File: src/rtl/stack_pkg.sv
package stack_pkg;
  typedef enum logic [1:0] {
    OP_PUSH = 2'd0,
    OP_POP  = 2'd1,
    OP_ADD  = 2'd2,
    OP_MULT = 2'd3
  } stackOp_t;

  typedef struct packed {
    logic doPush;   // push cmdData
    logic doPop;    // pop to dataOut
    logic latchA;   // pop first operand
    logic latchB;   // pop second operand
    logic pushRes;  // push arithmetic result
    logic isMult;   // result selector
    logic setErr;   // command refused
  } ctrlStrobes_t;
endpackage

File: src/rtl/stack_ctrl.sv
module stack_ctrl
  import stack_pkg::*;
(
  input  logic         clk,
  input  logic         rst_n,
  input  logic         cmdValid,
  input  logic [1:0]   cmdOp,
  input  logic         full,
  input  logic         empty,
  input  logic         twoAvail,
  output ctrlStrobes_t strb,
  output logic         busy
);
  typedef enum logic [1:0] {S_IDLE, S_POPA, S_POPB, S_WRB} ctrlState_t;

  ctrlState_t state, stateNext;
  logic       multReg, multNext;

  always_comb begin
    strb      = '0;
    stateNext = state;
    multNext  = multReg;
    strb.isMult = multReg;
    case (state)
      S_IDLE: begin
        if (cmdValid) begin
          case (stackOp_t'(cmdOp))
            OP_PUSH: if (full) strb.setErr = 1'b1; else strb.doPush = 1'b1;
            OP_POP:  if (empty) strb.setErr = 1'b1; else strb.doPop = 1'b1;
            default: begin
              if (!twoAvail) strb.setErr = 1'b1;
              else begin
                stateNext = S_POPA;
                multNext  = (cmdOp == OP_MULT);
              end
            end
          endcase
        end
      end
      S_POPA: begin strb.latchA  = 1'b1; stateNext = S_POPB; end
      S_POPB: begin strb.latchB  = 1'b1; stateNext = S_WRB;  end
      default: begin strb.pushRes = 1'b1; stateNext = S_IDLE; end
    endcase
  end

  always_ff @(posedge clk) begin
    if (!rst_n) begin
      state   <= S_IDLE;
      multReg <= 1'b0;
    end else begin
      state   <= stateNext;
      multReg <= multNext;
    end
  end

  assign busy = (state != S_IDLE);
endmodule

File: src/rtl/stack_dp.sv
module stack_dp
  import stack_pkg::*;
#(
  parameter int DATA_W = 16,
  parameter int DEPTH  = 11,
  parameter int PTR_W  = $clog2(DEPTH + 1)
) (
  input  logic              clk,
  input  logic              rst_n,
  input  ctrlStrobes_t      strb,
  input  logic [DATA_W-1:0] cmdData,
  output logic [DATA_W-1:0] dataOut,
  output logic              outValid,
  output logic              full,
  output logic              empty,
  output logic              twoAvail,
  output logic              errFlag
);
  localparam logic [PTR_W-1:0] SP_INIT = PTR_W'(DEPTH);
  localparam logic [PTR_W-1:0] SP_TWO  = PTR_W'(DEPTH - 2);

  logic [DATA_W-1:0] mem [DEPTH];
  logic [PTR_W-1:0]  sp, spDown, spUp;
  logic [DATA_W-1:0] opA, opB, aluRes, wrWord, rdWord;
  logic              anyPush, anyPop;

  assign spDown  = sp - 1'b1;
  assign spUp    = sp + 1'b1;
  assign anyPush = strb.doPush | strb.pushRes;
  assign anyPop  = strb.doPop | strb.latchA | strb.latchB;
  assign rdWord  = mem[sp];
  assign aluRes  = strb.isMult ? DATA_W'(opA * opB) : DATA_W'(opA + opB);
  assign wrWord  = strb.pushRes ? aluRes : cmdData;
  assign twoAvail = (sp <= SP_TWO);

  always_ff @(posedge clk) begin
    if (anyPush) mem[spDown] <= wrWord;
  end

  always_ff @(posedge clk) begin
    if (!rst_n) begin
      sp       <= SP_INIT;
      full     <= 1'b0;
      empty    <= 1'b1;
      errFlag  <= 1'b0;
      outValid <= 1'b0;
      dataOut  <= '0;
      opA      <= '0;
      opB      <= '0;
    end else begin
      outValid <= strb.doPop;
      if (strb.setErr) errFlag <= 1'b1;
      if (anyPush) begin
        sp    <= spDown;
        full  <= (spDown == '0);
        empty <= 1'b0;
      end else if (anyPop) begin
        sp    <= spUp;
        empty <= (spUp == SP_INIT);
        full  <= 1'b0;
      end
      if (strb.doPop)  dataOut <= rdWord;
      if (strb.latchA) opA <= rdWord;
      if (strb.latchB) opB <= rdWord;
    end
  end
endmodule

File: src/rtl/stack_eval.sv
module stack_eval
  import stack_pkg::*;
#(
  parameter int DATA_W = 16,
  parameter int DEPTH  = 11
) (
  input  logic              clk,
  input  logic              rst_n,
  input  logic              cmdValid,
  input  logic [1:0]        cmdOp,
  input  logic [DATA_W-1:0] cmdData,
  output logic              busy,
  output logic [DATA_W-1:0] dataOut,
  output logic              outValid,
  output logic              full,
  output logic              empty,
  output logic              errFlag
);
  ctrlStrobes_t strb;
  logic         twoAvail;

  stack_ctrl u_ctrl (
    .clk(clk), .rst_n(rst_n), .cmdValid(cmdValid), .cmdOp(cmdOp),
    .full(full), .empty(empty), .twoAvail(twoAvail),
    .strb(strb), .busy(busy)
  );

  stack_dp #(.DATA_W(DATA_W), .DEPTH(DEPTH)) u_dp (
    .clk(clk), .rst_n(rst_n), .strb(strb), .cmdData(cmdData),
    .dataOut(dataOut), .outValid(outValid), .full(full), .empty(empty),
    .twoAvail(twoAvail), .errFlag(errFlag)
  );
endmodule

File: config.mk
export PLATFORM = sky130hd
export DESIGN_NAME = stack_eval
export DESIGN_NICKNAME = d
export VERILOG_FILES = /design/src/rtl/stack_pkg.sv /design/src/rtl/stack_ctrl.sv /design/src/rtl/stack_dp.sv /design/src/rtl/stack_eval.sv
export SDC_FILE = /design/constraint.sdc
export NUM_CORES = 1
export LEC_CHECK = 0
export ABC_AREA = 1
export BUFFER_PORTS_ARGS = -buffer_cell sky130_fd_sc_hd__buf_2
export CORE_MARGIN = 10
export CORE_UTILIZATION = 33
export CTS_CLUSTER_SIZE = 10
export DETAILED_ROUTE_END_ITERATION = 10
export PLACE_DENSITY_LB_ADDON = 0.15
export REMOVE_ABC_BUFFERS = 1
export SLEW_MARGIN = 15
export SYNTH_ARGS = -nofsm -noshare
export SYNTH_HDL_FRONTEND = slang
export SYNTH_HIERARCHICAL = 1
export SYNTH_SLANG_ARGS = --single-unit
File: constraint.sdc
create_clock -name clk -period 8 [get_ports clk]
set_input_delay 1.2 -clock clk [delete_from_list [all_inputs] [get_ports clk]]
set_output_delay 1.2 -clock clk [all_outputs]
set_load 0.02 [all_outputs]
; Word-level counts from Yosys, hierarchy flattened
; Memories as Yosys holds them, arrays and structs flattened. A register that Yosys moved wholly into a read port is not among the register bits.
; Cells that the tools add are included.
; W data, S select, Z words.
[word_totals]
reg_bits = 59
latchBits = 0
ram_bits = 176
mem_bits_ro = 0
in_bits = 21
output_inout_bits = 21
elab_cells = 68
memories = 1
[memory_table]
columns = memory, words, word_bits, rd, rd_ports_with_merged_regs, write_ports, line_no
row1 = u_dp.mem, 11, 16, 1, 1, 1, stack_dp.sv:22  ; logic [DATA_W-1:0] mem [DEPTH];
[classes]
add_sub_neg = 3
n_mul = 1
div_mod_pow = 0
n_lt_le_gt_ge = 1
eq_ne = 8
n_shift = 0
n_mux = 31
bitwise_logic = 4
reduce_logical = 9
[op_table]
columns = op, count
row1 = $mux W16, 2
row2 = $mux W1, 18
row3 = $add A16 B16 Y16, 1
row4 = $mul A16 B16 Y16, 1
row5 = $mux W4, 4
row6 = $mux W2, 5
row7 = $pmux W2 S3, 1
row8 = $add A4 B1 Y4 const B, 1
row9 = $eq A2 B1 Y1 const B, 2
row10 = $eq A2 B2 Y1 const B, 2
row11 = $eq A4 B4 Y1 const B, 1
row12 = $le A4 B4 Y1 const B, 1
row13 = $logic_not A2 Y1, 2
row14 = $logic_not A4 Y1, 1
row15 = $ne A2 B2 Y1 const B, 2
row16 = $reduce_and A4 Y1, 1
row17 = $reduce_bool A2 Y1, 2
row18 = $sub A4 B1 Y4 const B, 1
row19 = $or A1 B1 Y1, 3
row20 = $reduce_and A3 Y1, 1
row21 = $reduce_or A3 Y1, 1
row22 = $ne A2 B1 Y1 const B, 1
row23 = $pmux W1 S2, 1
row24 = $reduce_or A2 Y1, 1
row25 = $not A1 Y1, 1

; Logic depth before layout (Yosys ltp)
; Gate-level depths: netlist of the first run.
[logic_depth]
word_depth = 10
ltp_mapped = 27
depth_no_buf = 26

; Hierarchy
; Netlist of the first run, hierarchy kept.
[modules_own_cells]
columns = module, n_inst, cells_per_inst, area_each_um2, seq_area_each_um2
row1 = stack_dp, 1, 1653, 14480.1, 6486.2
row2 = stack_ctrl, 1, 42, 282.8, 60.1

; Worst setup path after synthesis of the first run
; Ideal clock, no wire load.
[synth_path]
kind = reg2reg
startpoint = register u_dp.opB[1]
endpoint = memory u_dp.mem[0][12], data pin
setup_time_ps = 273
arrival_time_ps = 5305
required_ps = 7727
setup_slack_ps = 2422
path_stages_with_launch = 20
path_buffers = 2
synth_period_minus_slack_ps = 5578
path_cell_list = dfxtp_1 -> clkbuf_2 -> clkbuf_1 -> nand2_1 -> fa_1 -> fa_1 -> fa_1 -> fa_1 -> inv_1 -> fa_1 -> inv_1 -> fa_1 -> inv_1 -> ha_1 -> a21oi_1 -> a21boi_0 -> nand3_1 -> a21oi_1 -> o21ai_0 -> a31oi_1
[synth_between]
elab_chain_cells = 3
elab_cells_between_ends = 4
cone_classes = add/sub: 1 / mul: 1 / mux: 2
[synth_lines]
columns = element, line_no
row1 = start: declaration, stack_dp.sv:24  ; logic [DATA_W-1:0] opA, opB, aluRes, wrWord, rdWord;
row2 = start signal: assignment, stack_dp.sv:64  ; if (strb.latchB) opB <= rdWord;
row3 = $mul A16 B16 Y16 or $add A16 B16 Y16 (tied branches), stack_dp.sv:32  ; assign aluRes = strb.isMult ? DATA_W'(opA * opB) : DATA_W'(opA + opB);
row4 = $mux W16 (*), stack_dp.sv:32
row5 = $mux W16 (*), stack_dp.sv:33  ; assign wrWord = strb.pushRes ? aluRes : cmdData;
row6 = named net u_dp.wrWord[12], stack_dp.sv:24
row7 = end: declaration, stack_dp.sv:22
; The timed path passes the listed nets; every way through them passes the cells marked *.

; Worst setup path in the final report of the first run
[layout_path]
startpoint = register u_dp.opB[1]
endpoint = memory u_dp.mem[0][11], data pin
; The elaborated chain is that of the path after synthesis.

==> flow_summary_export.csv, run 1 <==
group,metric,value,unit
run_status,status,"completed",
logic_synthesis,netlist_area,14760,um2
worst_setup_path,crit_slowest_cell,"a31oi_1",
power,power.switching_fraction,43.47,%
timing,rsz0062_at_grt,"false",
logic_synthesis,synthFlopType,"edfxtp_1",
layout,antenna_cells,0,
clock_network,holdBufCountCts,0,
floorplan,dieArea,53600,um2
routing,ant_nets,0,
timing,fin_worst_skew,0.03360,ns
logic_synthesis,avgSynthCellArea,8.710,um2
layout,final_cell_mix,"inv_1 (302), nand2_1 (296), nor2_1 (212), edfxtp_1 (176), o21ai_0 (128)",
routing,drc,0,
global_route,grt_pass1_vias,11190,
floorplan,core.rowCount,77,
global_route,grt_max_degree,66,
global_route,antenna_found_initial,1,
placement,finalWeightedCongestion,0.8762,
clock_network,cts_tree,"done",
timing,min_period_over_period,80.94,%
worst_setup_path,worstPathCellList,"nand2_1, fa_1, fa_1, fa_1, inv_1, ha_1, fa_1, inv_1, fa_1, inv_1, ha_1, a21oi_1, o21ai_0, a21oi_1, xnor2_1, nand2_1, a31oi_1",
clock_network,cts_root_buf,"clkbuf_16",
worst_setup_path,slowest_delay,1.00,ns
timing,drv_slew,0,
logic_synthesis,yosysSeqAreaShare,44.34,%
routing,wl,42370,um
logic_synthesis,synth_top_area_share,35.80,%
clock_network,clockBufferDepth,3,
power,cellInternalPower,0.002787,W
global_route,grt_pass1_wl,66250,um
placement,hpwlAfterDp,29710,um
timing,setup_slack,1.524,ns
layout,nFillCells,4536,
worst_setup_path,arrival,6.65,ns
power,p_leak,7.647,nW
clock_network,clock-sinks,239,
routing,drtIter0Drc,678,
worst_setup_path,crit_path_start_kind,"flop",
layout,area_growth,10.96,%
run,maxCapViolations,0,
timing,final.setup.tns,0,ns
worst_setup_path,required,8.17,ns
routing,avgViaCountPerCell,4.814,
timing,finalHoldViolCount,0,
worst_setup_path,end_kind,"flop",
logic_synthesis,async_flop_share,0,%
logic_synthesis,ys_ff_latch,239,
clock_network,post_cts_buffers,0,
logic_synthesis,yosys-top-cells-area,"edfxtp_1 (36%), fa_1 (11%), dfxtp_1 (8.5%)",
logic_synthesis,synthCells,1695,
power,power_density,301.0,nW/um2
clock_network,clk_pin_slew,0.06,ns
placement,dp_slack,1.593,ns
power,p_seq_share,36.2,%
timing,worst_pin_slew,1.226,ns
clock_network,cts_resized,0,
timing,setup_viol,0,
layout,final_common_cell,"inv_1",
timing,slew_headroom,17.90,%
clock_network,cts_buffers,28,
logic_synthesis,ys_types,43,
worst_setup_path,worst-setup-path-type,"reg2reg",
global_route,overflow,0,
hold_path,worstHoldPathType,"reg2reg",
clock_network,htreeDepth,1,
clock_network,worstSkewPairLatency,0.57,ns
power,p_total,0.004930,W
worst_setup_path,worstPathMaxFanout,17,
floorplan,ios,42,
power,vdd_drop_max,0.0001605,V
worst_setup_path,cp.buffers_inverters,3,
floorplan,fp.dieH,231.5,um
floorplan,start_util,33.38,%
power,p_sw,0.002143,W
logic_synthesis,synth_edf_count,176,
floorplan,fp.dieW,231.5,um
layout,drive_gt1_share,7.333,%
routing,drt-pass1-iter-count,6,
routing,vias,11190,
routing,wl_per_cell,18.23,um
timing,fmax,154.4,MHz
worst_setup_path,crit_top_cell,"fa_1",
layout,layout.nets,1887,
placement,portBuffers,41,
power,p_comb_share,40.4,%
worst_setup_path,crit_family,"adder cells",
logic_synthesis,synth_top_area_cell,"edfxtp_1",
timing,period_needed,6.476,ns
power,clockPowerShare,23.3,%
global_route,track_usage,15.83,%
floorplan,core,44220,um2
logic_synthesis,yosys_warnings,6,
==> power by group through the flow <==
stage                     Combinational, W  Clock (W)  Sequential (W)
after floorplan                    0.00126          0         0.00174
after global placement             0.00200          0         0.00181
after detailed placement           0.00200          0         0.00181
after CTS                          0.00202    0.00118         0.00179
after global routing               0.00226    0.00123         0.00181
final                              0.00199    0.00115         0.00179
==> kinds of logic (layout without fill, tap and decap cells) <==
kind of cell	count (synthesis)	after routing	share of synthesized area [%]
AO/OA/AOI/OAI	311	311	11.31
buffers and inverters	385	422	10.13
XOR/XNOR	14	14	0.8306
AND/OR/NAND/NOR	590	590	16.04
adder cells (fa/ha/maj)	156	156	17.34
flip-flops	239	239	44.34
==> per-layer routing <==
metal  up-vias  GRT usage [%]  wire length [um]
met3        44          1.625              1578
met4         0          3.618               621
met2       208          27.72             20710
met1      5467          20.64             19460
met5         -              0                 0
li1       5469              -                 -
==> area by class of cell <==
type                       count  area (um2)  share of cell area [%]
timing repair buffer          64       377.9                   2.307
clock inverter                 4       28.78                  0.1757
sequential                   239        6549                   39.98
inverter                     306        1149                   7.012
clock buffer                  48       775.7                   4.736
multi-input combinational   1071        6760                   41.27
tap                          592       740.7                   4.522
==> metrics by stage <==
step	utilization, %	instances	hold slack (ns)	cell area (um2)
2_1_floorplan	-	1616	0.5051	14420
3_3_place_gp	35.21	2272	0.4653	15570
5_1_grt	37.04	2324	0.4978	16380
6_report	37.04	2324	0.4830	16380
4_1_cts	37.04	2324	0.4865	16380
3_5_place_dp	35.22	2272	0.4712	15580
==> Yosys cell counts, types with 3 or more instances <==
library cell	count
xor2_1	8
a21oi_1	84
o21ai_0	128
nand2_2	3
ha_1	75
a31oi_1	9
fa_1	81
buf_2	11
nand2_1	296
nor3_1	6
nand3_1	45
inv_1	302
or2_2	3
edfxtp_1	176
nand3b_1	4
dfxtp_1	63
xnor2_1	6
buf_4	6
inv_2	3
a21o_1	5
nand4_1	4
o22ai_1	48
o21ai_1	27
clkbuf_1	56
nor2_1	222
==> worst register-to-register path, cell delays in order, from the launching register on <==
cell     delay [ns]
dfxtp_1        0.77
nand2_1        0.18
fa_1           0.54
fa_1           0.51
fa_1           0.52
inv_1          0.04
ha_1           0.28
fa_1           0.48
inv_1          0.05
fa_1           0.53
inv_1          0.06
ha_1           0.34
a21oi_1        0.15
o21ai_0        0.13
a21oi_1        0.24
xnor2_1        0.18
nand2_1        0.08
a31oi_1        1.00
==> final timing paths <==
| check | from | end | slack [ns] | cells past startpoint |
|---|---|---|---|---|
| max | u_dp/opB[1]$_SDFFE_PN0P_ | u_dp/mem[0][11]$_DFFE_PP_ | 1.52 | 17 |
| min | u_dp/errFlag$_SDFFE_PN0P_ | u_dp/errFlag$_SDFFE_PN0P_ | 0.48 | 2 |
| max reg2reg | u_dp/opB[1]$_SDFFE_PN0P_ | u_dp/mem[0][11]$_DFFE_PP_ | 1.52 | 17 |
| min reg2reg | u_dp/errFlag$_SDFFE_PN0P_ | u_dp/errFlag$_SDFFE_PN0P_ | 0.48 | 2 |
==> registers in the layout, indices dropped and copies added (netlist names), named ones only <==
| signal | count |
|---|---|
| u_ctrl/state | 2 |
| u_dp/mem | 176 |
| u_dp/sp | 4 |
| u_dp/dataOut | 16 |
| u_dp/opB | 16 |
| u_dp/outValid | 1 |
| u_dp/errFlag | 1 |
| u_dp/opA | 16 |
| u_dp/empty | 1 |
| u_ctrl/multReg | 1 |
| u_dp/full | 1 |
(Power assumes the default switching activity.)
==> run 2: changes to the inputs <==
==> constraint.sdc (replaced) <==
create_clock -name clk -period 6.1 [get_ports clk]
set_input_delay 0.915 -clock clk [delete_from_list [all_inputs] [get_ports clk]]
set_output_delay 0.915 -clock clk [all_outputs]
set_load 0.02 [all_outputs]
==> run 2 against run 1 <==
Clock power up 42%. Via count up 1.2%. Power up 36%. Fmax up 13%. Register-to-register slack worse by 1.2 ns. Critical path depth up 9. Core utilization up 0.95 points. Setup slack worse by 1.2 ns. Global-route usage up 0.11 points. Worst hold slack worse by 0.017 ns. Sequential share of layout area down 1.0 points.
==> flow_summary_export.csv, run 2 (synthesis gave the netlist of run 1 again) <==
group,metric,value,unit
timing,fmax,174.0,MHz
placement,finalWeightedCongestion,0.8598,
routing,avgViaCountPerCell,4.783,
layout,nFillCells,4567,
layout,final_cell_mix,"inv_1 (302), nand2_1 (295), nor2_1 (212), edfxtp_1 (176), o21ai_0 (128)",
clock_network,holdBufCountCts,0,
hold_path,worstHoldPathType,"reg2reg",
timing,min_period_over_period,94.23,%
worst_setup_path,worstSetupStartpoint,"u_dp/opB[2]$_SDFFE_PN0P_",
floorplan,ios,42,
layout,area_growth,13.81,%
timing,rsz0062_at_grt,"false",
timing,finalHoldViolCount,0,
worst_setup_path,arrival,5.99,ns
floorplan,fp.dieW,231.5,um
routing,drc,0,
floorplan,core,44220,um2
run,maxCapViolations,0,
worst_setup_path,end_kind,"flop",
layout,layout.nets,1929,
clock_network,worstSkewPairLatency,0.56,ns
routing,drtIter0Drc,778,
routing,wl_per_cell,18.15,um
clock_network,cts_buffers,29,
power,power_density,398.5,nW/um2
timing,whs,0.4655,ns
floorplan,dieArea,53600,um2
worst_setup_path,crit_end,"u_dp/mem[6][14]$_DFFE_PP_",
layout,antenna_cells,0,
timing,drv_slew,0,
clock_network,cts_tree,"done",
global_route,antenna_found_initial,1,
timing,slew_headroom,24.77,%
clock_network,cts_root_buf,"clkbuf_16",
clock_network,post_cts_buffers,0,
timing,setup_viol,0,
layout,largest-register,"u_dp/mem",
layout,final_common_cell,"inv_1",
power,p_leak,7.907,nW
power,p_total,0.006695,W
timing,final.setup.tns,0,ns
layout,largest_reg_flops,176,
placement,hpwlAfterDp,30040,um
routing,wl,42970,um
run_status,status,"completed",
clock_network,htreeDepth,1,
worst_setup_path,worstPathMaxFanout,11,
power,vdd_drop_max,0.0002407,V
floorplan,core.rowCount,77,
placement,portBuffers,41,
clock_network,clockBufferDepth,3,
timing,worst_pin_slew,1.128,ns
routing,ant_nets,0,
routing,drt-pass1-iter-count,5,
clock_network,clk_pin_slew,0.06,ns
clock_network,clock-sinks,239,
worst_setup_path,required,6.34,ns
global_route,overflow,0,
routing,vias,11320,
worst_setup_path,regToRegSetupSlack,0.35,ns
worst_setup_path,rr_startpoint,"u_dp/opB[2]$_SDFFE_PN0P_",
worst_setup_path,worst-setup-path-type,"reg2reg",
worst_setup_path,r2r-end,"u_dp/mem[6][14]$_DFFE_PP_",
floorplan,fp.dieH,231.5,um
global_route,grt_max_degree,81,
timing,period_needed,5.748,ns
worst_setup_path,crit_path_start_kind,"flop",
timing,fin_worst_skew,0.02862,ns
layout,drive_gt1_share,9.746,%
worst_setup_path,r2r_cells,26,
global_route,grt_pass1_wl,66420,um
floorplan,start_util,33.38,%
global_route,grt_pass1_vias,11360,
global_route,track_usage,15.94,%
hold_path,min_path_cells,2,
-- run 2: what timing repair did --
action	4_1_cts	5_1_grt
cloned	0	0
gates resized for setup	1	3
setup endpoints to repair	8	31
-- run 2: cell type report --
cell class	count	area (um2)	share of cell area, %
Timing Repair Buffer	105	685.7	4.081
Sequential cell	239	6549	38.98
Tap cell	592	740.7	4.409
Inverter	306	1150	6.844
Clock inverter	5	78.83	0.4692
Multi-Input combinational cell	1071	6787	40.39
Clock buffer	49	810.8	4.826
-- run 2: worst min-delay path by stage --
stage | start | to | slack [ns]
after floorplan | u_dp/sp[3]$_SDFFE_PN1N_ | flop | 0.51
after global placement | u_dp/errFlag$_SDFFE_PN0P_ | u_dp/errFlag$_SDFFE_PN0P_ | 0.46
after detailed placement | u_dp/errFlag$_SDFFE_PN0P_ | u_dp/errFlag$_SDFFE_PN0P_ | 0.45
after CTS | u_dp/errFlag$_SDFFE_PN0P_ | u_dp/errFlag$_SDFFE_PN0P_ | 0.47
after global routing | u_dp/errFlag$_SDFFE_PN0P_ | u_dp/errFlag$_SDFFE_PN0P_ | 0.50
final | u_dp/errFlag$_SDFFE_PN0P_ | u_dp/errFlag$_SDFFE_PN0P_ | 0.47
-- run 2: per-stage QoR --
step                      cell area, um2  util [%]  worst slack, ns  std cells
after detailed placement           15890     35.93          0.02810       2313
final                              16800     37.99           0.3522       2367
after floorplan                    14420         -           0.6828       1616
after global routing               16800     37.99          0.02970       2367
after CTS                          16780     37.95           0.2095       2367
after global placement             15890     35.93          0.09731       2313
-- run 2: routing by layer --
metal,vias to the layer above,GRT usage (%),wire [um]
li1,5560,-,-
met1,5481,20.61,19120
met2,231,27.75,21010
met3,50,1.820,1953
met4,0,4.152,882
met5,-,0,0
-- run 2: worst max-delay path: stages (launching register included) --
cell and delay (ns):
dfxtp_1 0.41, buf_4 0.22, nand2_1 0.06, inv_1 0.05
fa_1 0.50, inv_1 0.06, fa_1 0.45, fa_1 0.44
fa_1 0.48, inv_1 0.05, fa_1 0.53, inv_1 0.05
fa_1 0.54, inv_1 0.06, ha_1 0.30, a21oi_1 0.13
a21boi_0 0.19, nand3_1 0.13, buf_4 0.15, nand2_1 0.05
a21oi_1 0.07, nor2_1 0.08, nand2_1 0.05, nand3_1 0.11
nand2_1 0.07, nand2_1 0.07, nand2_2 0.15
-- run 2: where the power goes --
| group | switching [W] | internal [W] |
|---|---|---|
| logic | 0.00192 | 0.000940 |
| clock network | 0.000652 | 0.000981 |
| registers | 0.000233 | 0.00197 |
| total | 0.00281 | 0.00389 |
==> run 3: changes to the inputs <==
--- a/config.mk
+++ b/config.mk
@@ -12,6 +12,7 @@
 export CTS_CLUSTER_SIZE = 10
 export DETAILED_ROUTE_END_ITERATION = 10
 export PLACE_DENSITY_LB_ADDON = 0.15
+export RECOVER_POWER = 50
 export REMOVE_ABC_BUFFERS = 1
 export SLEW_MARGIN = 15
 export SYNTH_ARGS = -nofsm -noshare
==> run 3 against run 2 <==
Sequential share of layout area up 0.28 points. Register-to-register slack barely moved. Critical path depth unchanged. Setup slack gained 0.0041 ns. Highest routed layer unchanged. Fmax is essentially flat. Flip-flop and latch count unchanged. Final cell count unchanged. Core utilization down 0.27 points. Design area fell by 0.72%. Clock skew fell by 0.00068 ns. Critical path type unchanged. Non-clock buffer count unchanged. The flow now finishes with violations (max-capacitance violations, max-slew violations). Worst hold slack better by 0.0069 ns.
==> flow_summary_export.csv, run 3 (synthesis gave the netlist of run 1 again) <==
group,metric,value,unit
layout,final_cell_mix,"inv_1 (302), nand2_1 (296), nor2_1 (217), edfxtp_1 (176), o21ai_0 (136)",
worst_setup_path,crit_path_start_kind,"flop",
layout,largest-register,"u_dp/mem",
run,maxCapViolations,2,
layout,final_util,37.72,%
routing,wl_per_cell,18.15,um
timing,worst_pin_slew,3.136,ns
clock_network,clk_pin_slew,0.06,ns
clock_network,cts_tree,"done",
placement,finalWeightedCongestion,0.8598,
timing,finalHoldViolCount,0,
timing,fin_worst_skew,0.02794,ns
power,p_total,0.006667,W
layout,largest_reg_flops,176,
clock_network,cts_root_buf,"clkbuf_16",
timing,final.setup.tns,0,ns
timing,drv_slew,82,
hold_path,worstHoldPathType,"reg2reg",
clock_network,cts_buffers,29,
clock_network,worstSkewPairLatency,0.56,ns
routing,avgViaCountPerCell,4.789,
placement,hpwlAfterDp,30040,um
layout,final_common_cell,"inv_1",
routing,vias,11340,
routing,wl,42960,um
routing,drtIter0Drc,750,
timing,setup_slack,0.3562,ns
layout,antenna_cells,0,
placement,dp_slack,0.02810,ns
clock_network,htreeDepth,1,
worst_setup_path,worst-setup-path-type,"reg2reg",
floorplan,fp.dieH,231.5,um
floorplan,start_util,33.38,%
layout,layout.nets,1929,
worst_setup_path,worstPathMaxFanout,11,
worst_setup_path,required,6.34,ns
layout,drive_gt1_share,7.324,%
global_route,track_usage,15.94,%
routing,drc,0,
timing,period_needed,5.744,ns
clock_network,post_cts_buffers,0,
global_route,grt_pass1_vias,11360,
power,p_leak,7.762,nW
routing,drt-pass1-iter-count,5,
floorplan,core,44220,um2
layout,area_growth,12.98,%
floorplan,dieArea,53600,um2
floorplan,ios,42,
global_route,overflow,0,
global_route,antenna_found_initial,1,
global_route,grt_pass1_wl,66420,um
power,vdd_drop_max,0.0002371,V
layout,instances_no_fill,2367,
clock_network,clockBufferDepth,3,
clock_network,clock-sinks,239,
placement,portBuffers,41,
timing,fmax,174.1,MHz
placement,place_inst,2313,
timing,min_period_over_period,94.16,%
worst_setup_path,arrival,5.99,ns
run_status,violations,"max-capacitance violations, max-slew violations",
timing,slew_headroom,-109.1,%
routing,ant_nets,0,
floorplan,core.rowCount,77,
timing,setup_viol,0,
floorplan,fp.dieW,231.5,um
run_status,status,"complete, but fails checks",
power,power_density,399.7,nW/um2
global_route,grt_max_degree,81,
worst_setup_path,end_kind,"flop",
timing,rsz0062_at_grt,"false",
## run 3: cell count changes in the layout (fill, tap and decap cells not counted), moves of 2 or more
| cell | delta |
|---|---|
| nor3_1 | +2 |
| buf_4 | -12 |
| nor3_2 | -2 |
| nor2_1 | +5 |
| buf_2 | -21 |
| o21ai_1 | -8 |
| o21ai_0 | +8 |
| clkbuf_1 | +33 |
| nor2_2 | -5 |
## run 3: stage by stage
| stage | cell area [um2] | hold slack (ns) |
|---|---|---|
| finish | 16680 | 0.4724 |
| global route | 16680 | 0.4990 |
| CTS | 16780 | 0.4682 |
| detailed placement | 15890 | 0.4541 |
| global placement | 15890 | 0.4584 |
| floorplan | 14420 | 0.5051 |
## run 3: power breakdown
group | switching [W] | leakage [nW] | internal [W]
logic | 0.00190 | 5.24 | 0.000931
registers | 0.000234 | 2.10 | 0.00197
clock network | 0.000650 | 0.426 | 0.000981
total | 0.00279 | 7.76 | 0.00388
## run 3: routing by layer
| metal | GRT usage (%) | share of wire [%] |
|---|---|---|
| met1 | 20.61 | 44 |
| met2 | 27.75 | 49 |
| met3 | 1.820 | 4.6 |
| met4 | 4.152 | 2.0 |
| met5 | 0 | 0 |
## run 3: final timing paths
| path | start | to | slack [ns] | depth (start not counted) |
|---|---|---|---|---|
| setup / recovery | u_dp/opB[2]$_SDFFE_PN0P_ | u_dp/mem[6][14]$_DFFE_PP_ | 0.36 | 26 |
| hold reg to reg | u_dp/errFlag$_SDFFE_PN0P_ | u_dp/errFlag$_SDFFE_PN0P_ | 0.47 | 2 |
| setup reg to reg | u_dp/opB[2]$_SDFFE_PN0P_ | u_dp/mem[6][14]$_DFFE_PP_ | 0.36 | 26 |
| hold / removal | u_dp/errFlag$_SDFFE_PN0P_ | u_dp/errFlag$_SDFFE_PN0P_ | 0.47 | 2 |
## run 3: what timing repair did
| action | 4_1_cts | 5_1_grt |
|---|---|---|
| hold buffers | 0 | 0 |
| gates resized for setup | 1 | 3 |
| endpoints found under the setup margin | 8 | 31 |
## run 3: worst max-delay path, cell delays in order (launching register included)
cell and delay (ns):
dfxtp_1 0.41, buf_4 0.22, nand2_1 0.06, inv_1 0.05, fa_1 0.50, inv_1 0.06, fa_1 0.45, fa_1 0.44
fa_1 0.48, inv_1 0.05, fa_1 0.53, inv_1 0.05, fa_1 0.54, inv_1 0.06, ha_1 0.30, a21oi_1 0.13
a21boi_0 0.19, nand3_1 0.13, buf_4 0.15, nand2_1 0.05, a21oi_1 0.07, nor2_1 0.08, nand2_1 0.05, nand3_1 0.11
nand2_1 0.07, nand2_1 0.07, nand2_2 0.14
## run 3: cell type report
cell class,instances,area (um2)
clock inverter,5,78.83
timing repair buffer,105,614.3
clock buffer,49,810.8
multi-input combinational,1071,6736
fill,4596,27540
inverter,306,1150
sequential,239,6549
tap,592,740.7
